===== config.mk =====
export PLATFORM = sky130hd
export DESIGN_NAME = coin_vend_ctl
export DESIGN_NICKNAME = d
export VERILOG_FILES = /design/src/rtl/coin_vend_ctl.sv
export SDC_FILE = /design/constraint.sdc
export NUM_CORES = 1
export LEC_CHECK = 0
export BUFFER_PORTS_ARGS = -buffer_cell sky130_fd_sc_hd__clkbuf_2
export CAP_MARGIN = 20
export CORE_AREA = 2 2 39 41
export DETAILED_ROUTE_END_ITERATION = 12
export DIE_AREA = 0 0 41 43
export PLACE_DENSITY = 0.33
export SETUP_SLACK_MARGIN = 0.1
export SLEW_MARGIN = 40
export SYNTH_ARGS = -nofsm -noshare
export SYNTH_HDL_FRONTEND = slang
export SYNTH_SLANG_ARGS = --single-unit
export TNS_END_PERCENT = 5

===== constraint.sdc =====
create_clock -name clk -period 0.96 [get_ports clk]
set_input_delay 0.048 -clock clk [delete_from_list [all_inputs] [get_ports clk]]
set_output_delay 0.048 -clock clk [all_outputs]
set_load 0.1 [all_outputs]

===== src/rtl/coin_vend_ctl.sv =====
module coin_vend_ctl #(
  parameter bit ENC_ONEHOT = 1'b0,
  parameter bit MEALY_OUT  = 1'b0
) (
  input  logic clk,
  input  logic rst,
  input  logic nickel,
  input  logic dime,
  output logic release_o,
  output logic coin_err
);
  localparam int SW = ENC_ONEHOT ? 4 : 2;
  localparam logic [SW-1:0] ST_ZERO = SW'(ENC_ONEHOT);

  logic [SW-1:0] st_q, st_d;
  logic n_ok, d_ok, clash, full_q, full_d;

  assign n_ok  = nickel & ~dime;
  assign d_ok  = dime & ~nickel;
  assign clash = nickel & dime;

  generate
    if (ENC_ONEHOT) begin : g_onehot
      logic idle;
      assign idle  = ~n_ok & ~d_ok;
      assign st_d  = {st_q[3] | (st_q[2] & (n_ok | d_ok)) | (st_q[1] & d_ok),
                      (st_q[2] & idle) | (st_q[1] & n_ok) | (st_q[0] & d_ok),
                      (st_q[1] & idle) | (st_q[0] & n_ok),
                      st_q[0] & idle};
      assign full_q = st_q[3];
      assign full_d = st_d[3];
    end else begin : g_binary
      assign st_d  = {st_q[1] | d_ok | (st_q[0] & n_ok),
                      (~st_q[0] & n_ok) | (st_q[0] & ~n_ok) |
                      (st_q[1] & n_ok) | (st_q[1] & d_ok)};
      assign full_q = &st_q;
      assign full_d = &st_d;
    end
  endgenerate

  always_ff @(posedge clk) begin
    if (rst) begin
      st_q     <= ST_ZERO;
      coin_err <= 1'b0;
    end else begin
      st_q <= st_d;
      if (clash) coin_err <= 1'b1;
    end
  end

  assign release_o = MEALY_OUT ? full_d : full_q;
endmodule


==> results.ini, run 1 <==
[outcome]
run_status = finished, final reports clean

[global_route]
grt_usage = 0.0531
overflow = 0
antenna_found_initial = 0
grt_max_degree = 4
grt_pass1_wl_um = 496
grt_pass1_vias = 135

[floorplanning]
die-area_um2 = 1760
placementRows = 14
ios = 6
die_x_um = 41
start_util = 0.0976
die_h_um = 43
coreArea_um2 = 1380

[worst_setup_path]
r2r_start = st_q[0]$_SDFF_PP0_
startpoint_type = flip-flop
path_cells = and2_4 -> buf_12
cp-startpoint = st_q[0]$_SDFF_PP0_
crit_family = flip-flops
critPathArrivalTime_ps = 880
slowest_stage = dfxtp_2
critPathMaxFanout = 2
slowest_delay_ps = 340
cp_num_buf_inv = 1
cp.required_ps = 910
end_kind = primary output
critPathKind = flip-flop to primary output

[pwr]
report.power.total_w = 0.000472
p_leak_nw = 0.112
powerDensity_nw_per_um2 = 1780
ir_worst_vdd_mv = 0.857

[placement]
portBuffers = 5
place_ws_ps = -40.8
gp_congestion = 0.562
placed_cells = 36

[route]
wl_per_cell_um = 7.12
drt_first_pass_iters = 4
ant_nets = 0
routed_via_density = 3.37
vias = 138
drc = 0
drt_iter0_drc = 3
finalWirelength_um = 292

[logic_synthesis]
syn_inst = 15
ys_seq_area_frac = 0.444
avgSynthCellArea_um2 = 9.01
yosysWarnings = 0
yosysUniqueCellTypes = 8
syn_nets = 20
synthesis.area_um2 = 135
yosys_register_bits = 3

[worst_hold_path]
hold_path_class = input pin to flip-flop
min_from = dime

[timing]
fin_crit_sh = 0.971
fmax_mhz = 1070
setup-violations-final = 0
holdWs_ps = 82.3
slew_headroom = 0.874
worstMarginPinSlew_ps = 190
finalCriticalPeriod_ps = 932
hold_viol_final = 0
rsz0062_at_grt = yes
fin_worst_skew_ps = 0.0274
setup_slack_ps = 28.3
slew_violations = 0

[clock_network]
post_cts_buffers = 0
htreeDepth = 1
clock-sinks = 3
clk_path_buf_depth = 2
clk_latency_ps = 230
path_clk_slew_ps = 40
cts_tree = done
numCtsBuffers = 3
cts-root-buf = clkbuf_4

[job]
drv_cap = 0

[finish]
fin_util = 0.192
fin_nets = 31
area_delta_synth_final_pct = 96.3
drive_above_1_share = 0.560
n_antenna_cell = 0
final_cells = 41

## synthesized netlist by cell type
cell | n | area [um2]
a21oi_1 | 2 | 10.0
and2_1 | 1 | 6.26
a311oi_2 | 1 | 15.0
nand2b_1 | 2 | 12.5
ha_1 | 1 | 12.5
dfxtp_1 | 3 | 60.1
inv_1 | 2 | 7.51
nor2_1 | 3 | 11.3
## timing repair
item | 4_1_cts | 5_1_grt
setup endpoints to repair | 2 | 2
endpoints found under the hold margin | 0 | 1
pin swaps | 2 | 1
cloned | 0 | 0
gates resized for setup | 3 | 1
hold buffers | 0 | 1
## layout by cell type (no fill, tap or decap)
| cell type | n |
|---|---|
| buf_12 | 2 |
| inv_1 | 2 |
| a21oi_1 | 2 |
| dlygate4sd3_1 | 1 |
| and2_4 | 1 |
| a311oi_2 | 1 |
| ha_4 | 1 |
| clkbuf_4 | 3 |
| nor2_1 | 3 |
| clkbuf_1 | 1 |
| clkbuf_2 | 3 |
| nand2b_1 | 2 |
| dfxtp_2 | 3 |
## final timing paths
check,end,slack (ps),cells past startpoint
worst max-delay path,release_o,30,2
worst min-delay path,coin_err$_SDFFE_PP0P_,80,3
worst max register to register,st_q[0]$_SDFF_PP0_,60,3
worst min register to register,coin_err$_SDFFE_PP0P_,500,2
## sequential cells by signal, summed over array words and instances, names as in the netlist
signal and flops:
st_q 2, coin_err 1
## logic make-up (layout without fill, tap and decap cells)
group	count (synthesis)	in the layout	synth area share
fa+ha+maj	1	1	0.0926
flops	3	3	0.444
compound gates	3	3	0.185
buf+inv	2	12	0.0556
simple gates	6	6	0.222
## metal layers
metal / up-vias / global-route usage / routed length (um)
met5: - / 0 / 0
met4: 0 / 0.0200 / 0
met3: 0 / 0.0942 / 62
met2: 9 / 0.0531 / 98
met1: 61 / 0.0479 / 131
li1: 68 / - / -
## layout make-up
cell class                      instances  area [um2]
Tap cell                               16        20.0
Inverter                                2        7.51
Timing Repair Buffer                    6        65.1
Sequential cell                         3        63.8
Fill cell                             154        1120
Multi-Input combinational cell         10        82.6
Clock buffer                            4        26.3
## through the flow
step           area [um2]  TNS [ps]
3_3_place_gp          213         0
2_1_floorplan         138         0
5_1_grt               265     -7.55
3_5_place_dp          213     -40.8
6_report              265         0
4_1_cts               243         0
## power breakdown
part           switching [W]  total (W)  internal, W  leakage [nW]
Combinational      0.0000565   0.000100    0.0000436        0.0715
Clock              0.0000679   0.000224     0.000156        0.0150
Sequential        0.00000930   0.000148     0.000139        0.0258
## worst reg2reg max path: cells and delay by family (launching register included)
family                   cells  cell delay [ps]
adder cells (fa/ha/maj)      1              260
buffers and inverters        1               40
flip-flops                   1              320
AO/OA/AOI/OAI                1              180
Note: power is estimated with default switching activity, not from simulation.
==> run 2, diff against run 1 <==
--- a/config.mk
+++ b/config.mk
@@ -11,7 +11,6 @@
 export DETAILED_ROUTE_END_ITERATION = 12
 export DIE_AREA = 0 0 41 43
 export PLACE_DENSITY = 0.33
-export SETUP_SLACK_MARGIN = 0.1
 export SLEW_MARGIN = 40
 export SYNTH_ARGS = -nofsm -noshare
 export SYNTH_HDL_FRONTEND = slang
==> results.ini, run 2 (synthesis gave the netlist of run 1 again) <==
[placement]
gp_congestion = 0.510
place_area_um2 = 211
portBuffers = 5
placed_cells = 36
hpwl_um = 211

[outcome]
run_status = finished, final reports clean

[timing]
setup-violations-final = 0
slew_headroom = 0.881
holdWs_ps = 18.2
finalCriticalPeriod_ps = 935
hold_viol_final = 0
worstMarginPinSlew_ps = 179
fin_setup_tns_ps = 0
fin_worst_skew_ps = 5.08
fmax_mhz = 1070
slew_violations = 0
fin_crit_sh = 0.974
rsz0062_at_grt = yes

[finish]
largest_registers = st_q (2), coin_err (1)
seqCellArea_um2 = 63.8
drive_above_1_share = 0.583
multiInputGateArea_um2 = 82.6
area_delta_synth_final_pct = 88.9
top_register = st_q
fin_area_um2 = 255
fin_nets = 30
layout_common_cells = nor2_1, clkbuf_4, dfxtp_2, clkbuf_2
fillCellCount = 157
largest_register_ffs = 2
final_cells = 40
n_antenna_cell = 0

[floorplanning]
die-area_um2 = 1760
die_h_um = 43
die_x_um = 41
ios = 6
placementRows = 14
coreArea_um2 = 1380
start_util = 0.0976

[route]
drt_iter0_drc = 1
vias = 135
ant_nets = 0
wl_per_cell_um = 7.18
routed_via_density = 3.38
drc = 0
drt_first_pass_iters = 2
finalWirelength_um = 287

[clock_network]
htreeDepth = 1
clk_path_buf_depth = 2
cts_tree = done
numCtsBuffers = 3
post_cts_buffers = 0
clk_latency_ps = 240
cts-root-buf = clkbuf_4
clock-sinks = 3
path_clk_slew_ps = 40

[worst_setup_path]
startpoint_type = flip-flop
critPathArrivalTime_ps = 890
end_kind = primary output
critPathKind = flip-flop to primary output
cp.required_ps = 910
critPathMaxFanout = 2

[pwr]
ir_worst_vdd_mv = 0.341
report.power.total_w = 0.000475
p_leak_nw = 0.108
powerDensity_nw_per_um2 = 1860

[global_route]
overflow = 0
grt_max_degree = 4
grt_usage = 0.0532
use_met3 = 0.0314
grt_pass1_vias = 146
grt.busiest_layer = met4
globalRouteMet1Util = 0.0482
grt.met2_usage = 0.0531
grt_pass1_wl_um = 510
antenna_found_initial = 0

[worst_hold_path]
hold_path_class = input pin to flip-flop

[job]
drv_cap = 0

==> run 2: cell count changes in the layout (fill, tap and decap cells not counted) <==
cell,before,now
dlygate4sd3_1,1,0
==> run 2: final timing paths <==
path / start / endpoint / slack, ps / depth (start not counted)
max: st_q[0]$_SDFF_PP0_ / release_o / 30 / 2
min: rst / coin_err$_SDFFE_PP0P_ / 20 / 2
max reg2reg: st_q[0]$_SDFF_PP0_ / st_q[0]$_SDFF_PP0_ / 70 / 3
min reg2reg: coin_err$_SDFFE_PP0P_ / coin_err$_SDFFE_PP0P_ / 500 / 2
==> run 2: layer usage <==
metal	vias to the layer above	share of wire
li1	66	-
met1	59	0.42
met2	8	0.36
met3	2	0.14
met4	0	0.073
met5	-	0
==> run 2: layout make-up <==
type,instances,area share
Clock buffer,4,0.103
Tap cell,16,0.0784
Inverter,2,0.0294
Timing Repair Buffer,5,0.216
Multi-Input combinational cell,10,0.324
Sequential cell,3,0.250
==> run 2: what timing repair did <==
action,CTS,global route
resized for setup,1,3
setup endpoints to repair,1,2
pin swaps,0,3
hold buffers,0,0
==> run 2: stage by stage <==
step,util,setup WS [ps]
2_1_floorplan,-,-157
3_3_place_gp,0.153,17.6
3_5_place_dp,0.153,-29.6
4_1_cts,0.174,5.61
5_1_grt,0.184,-6.92
6_report,0.184,25.2
==> run 2: worst max-delay path, cell delays in order, from the launching register on <==
cell	delay (ps)
dfxtp_2	330
and2_4	150
buf_12	160
==> run 2: report_power, final <==
part	internal, W	leakage [nW]	switching (W)
combinational	0.0000406	0.0673	0.0000561
sequential	0.000138	0.0258	0.00000893
clock	0.000156	0.0150	0.0000745
==> run 3, diff against run 2 <==
--- a/config.mk
+++ b/config.mk
@@ -10,6 +10,7 @@
 export CORE_AREA = 2 2 39 41
 export DETAILED_ROUTE_END_ITERATION = 12
 export DIE_AREA = 0 0 41 43
+export GPL_TIMING_DRIVEN = 0
 export PLACE_DENSITY = 0.33
 export SLEW_MARGIN = 40
 export SYNTH_ARGS = -nofsm -noshare
==> results.ini, run 3 (synthesis gave the netlist of run 1 again) <==
[clock_network]
clk_path_buf_depth = 2
htreeDepth = 1
path_clk_slew_ps = 40
numCtsBuffers = 3
cts_tree = done
clock-sinks = 3
cts-root-buf = clkbuf_4
clk_latency_ps = 230

[outcome]
run_status = finished, final reports clean

[placement]
gp_congestion = 0.521
hpwl_um = 221
place_ws_ps = -25.1
place_area_um2 = 181
portBuffers = 5

[finish]
final_common_cell = clkbuf_4
layout_common_cells = clkbuf_4, nor2_1, clkbuf_2
fin_nets = 30
largest_register_ffs = 2
fin_area_um2 = 234
n_antenna_cell = 0
largest_registers = st_q (2), coin_err (1)
drive_above_1_share = 0.500
top_register = st_q
area_delta_synth_final_pct = 73.1

[worst_setup_path]
slowest_stage = dfxtp_1
path_cells = and2_4 -> clkbuf_16
critPathKind = flip-flop to primary output
end_kind = primary output
critPathArrivalTime_ps = 890
critPathMaxFanout = 2
cp.required_ps = 910
startpoint_type = flip-flop
slowest_delay_ps = 320

[timing]
slew_headroom = 0.800
fin_worst_skew_ps = 2.61
rsz0062_at_grt = yes
finalCriticalPeriod_ps = 940
worstMarginPinSlew_ps = 302
fin_crit_sh = 0.979
holdWs_ps = 29.1
fmax_mhz = 1060
setup-violations-final = 0
setup_slack_ps = 20.4
slew_violations = 0
hold_viol_final = 0

[floorplanning]
coreArea_um2 = 1380
placementRows = 14
die-area_um2 = 1760
ios = 6
die_x_um = 41
start_util = 0.0976
die_h_um = 43

[pwr]
p_leak_nw = 0.108
powerDensity_nw_per_um2 = 1900
ir_worst_vdd_mv = 0.819
report.power.total_w = 0.000445

[route]
drc = 0
vias = 127
ant_nets = 0
drt_iter0_drc = 0
routed_via_density = 3.18
drt_first_pass_iters = 1
finalWirelength_um = 271
wl_per_cell_um = 6.78

[global_route]
grt_max_degree = 4
grt_usage = 0.0491
overflow = 0
grt_pass1_wl_um = 496
grt_pass1_vias = 137
antenna_found_initial = 0

[job]
drv_cap = 0

[worst_hold_path]
hold_path_class = input pin to flip-flop

[run 3: what timing repair did]
item / CTS / global route
gates resized for setup: 6 / 0
pin swaps: 0 / 1
cloned: 0 / 0
setup buffers: 0 / 0
setup endpoints to repair: 2 / 2
hold buffers: 0 / 0
[run 3: final cells by class]
class                   count  area, um2
well taps                  16       20.0
multi-input cells          10       70.1
repair buffers              5       47.5
inverters                   2       7.51
clock buffers               4       26.3
flip-flops and latches      3       62.6
fillers                   159       1150
[run 3: critical path, delay by kind of cell, from the launching register on]
family / cells / cell delay, ps
flip-flops: 1 / 320
buffers and inverters: 1 / 190
AND/OR/NAND/NOR: 1 / 150
[run 3: final timing paths]
check,startpoint,to,slack (ps),cells past startpoint
max,st_q[0]$_SDFF_PP0_,release_o,20,2
min,rst,coin_err$_SDFFE_PP0P_,30,2
max reg2reg,st_q[0]$_SDFF_PP0_,st_q[0]$_SDFF_PP0_,50,3
min reg2reg,coin_err$_SDFFE_PP0P_,coin_err$_SDFFE_PP0P_,450,2
[run 3: power breakdown]
part	total [W]	internal, W	switching (W)	leakage [nW]
Sequential	0.000143	0.000138	0.00000589	0.0254
Clock	0.000216	0.000155	0.0000604	0.0150
Combinational	0.0000860	0.0000307	0.0000553	0.0675
[run 3: layer usage]
metal / vias up / GRT usage / share of wire
met2: 8 / 0.0531 / 0.35
met3: 2 / 0.0785 / 0.19
met1: 51 / 0.0449 / 0.42
li1: 66 / - / -
met5: - / 0 / 0
met4: 0 / 0.0200 / 0.030
[run 3: stage by stage]
stage / utilization / TNS (ps) / cells
after global placement: 0.131 / 0 / 36
after global routing: 0.169 / -20.5 / 40
after floorplan: - / -157 / 15
final: 0.169 / 0 / 40
after CTS: 0.169 / 0 / 40
after detailed placement: 0.131 / -25.1 / 36
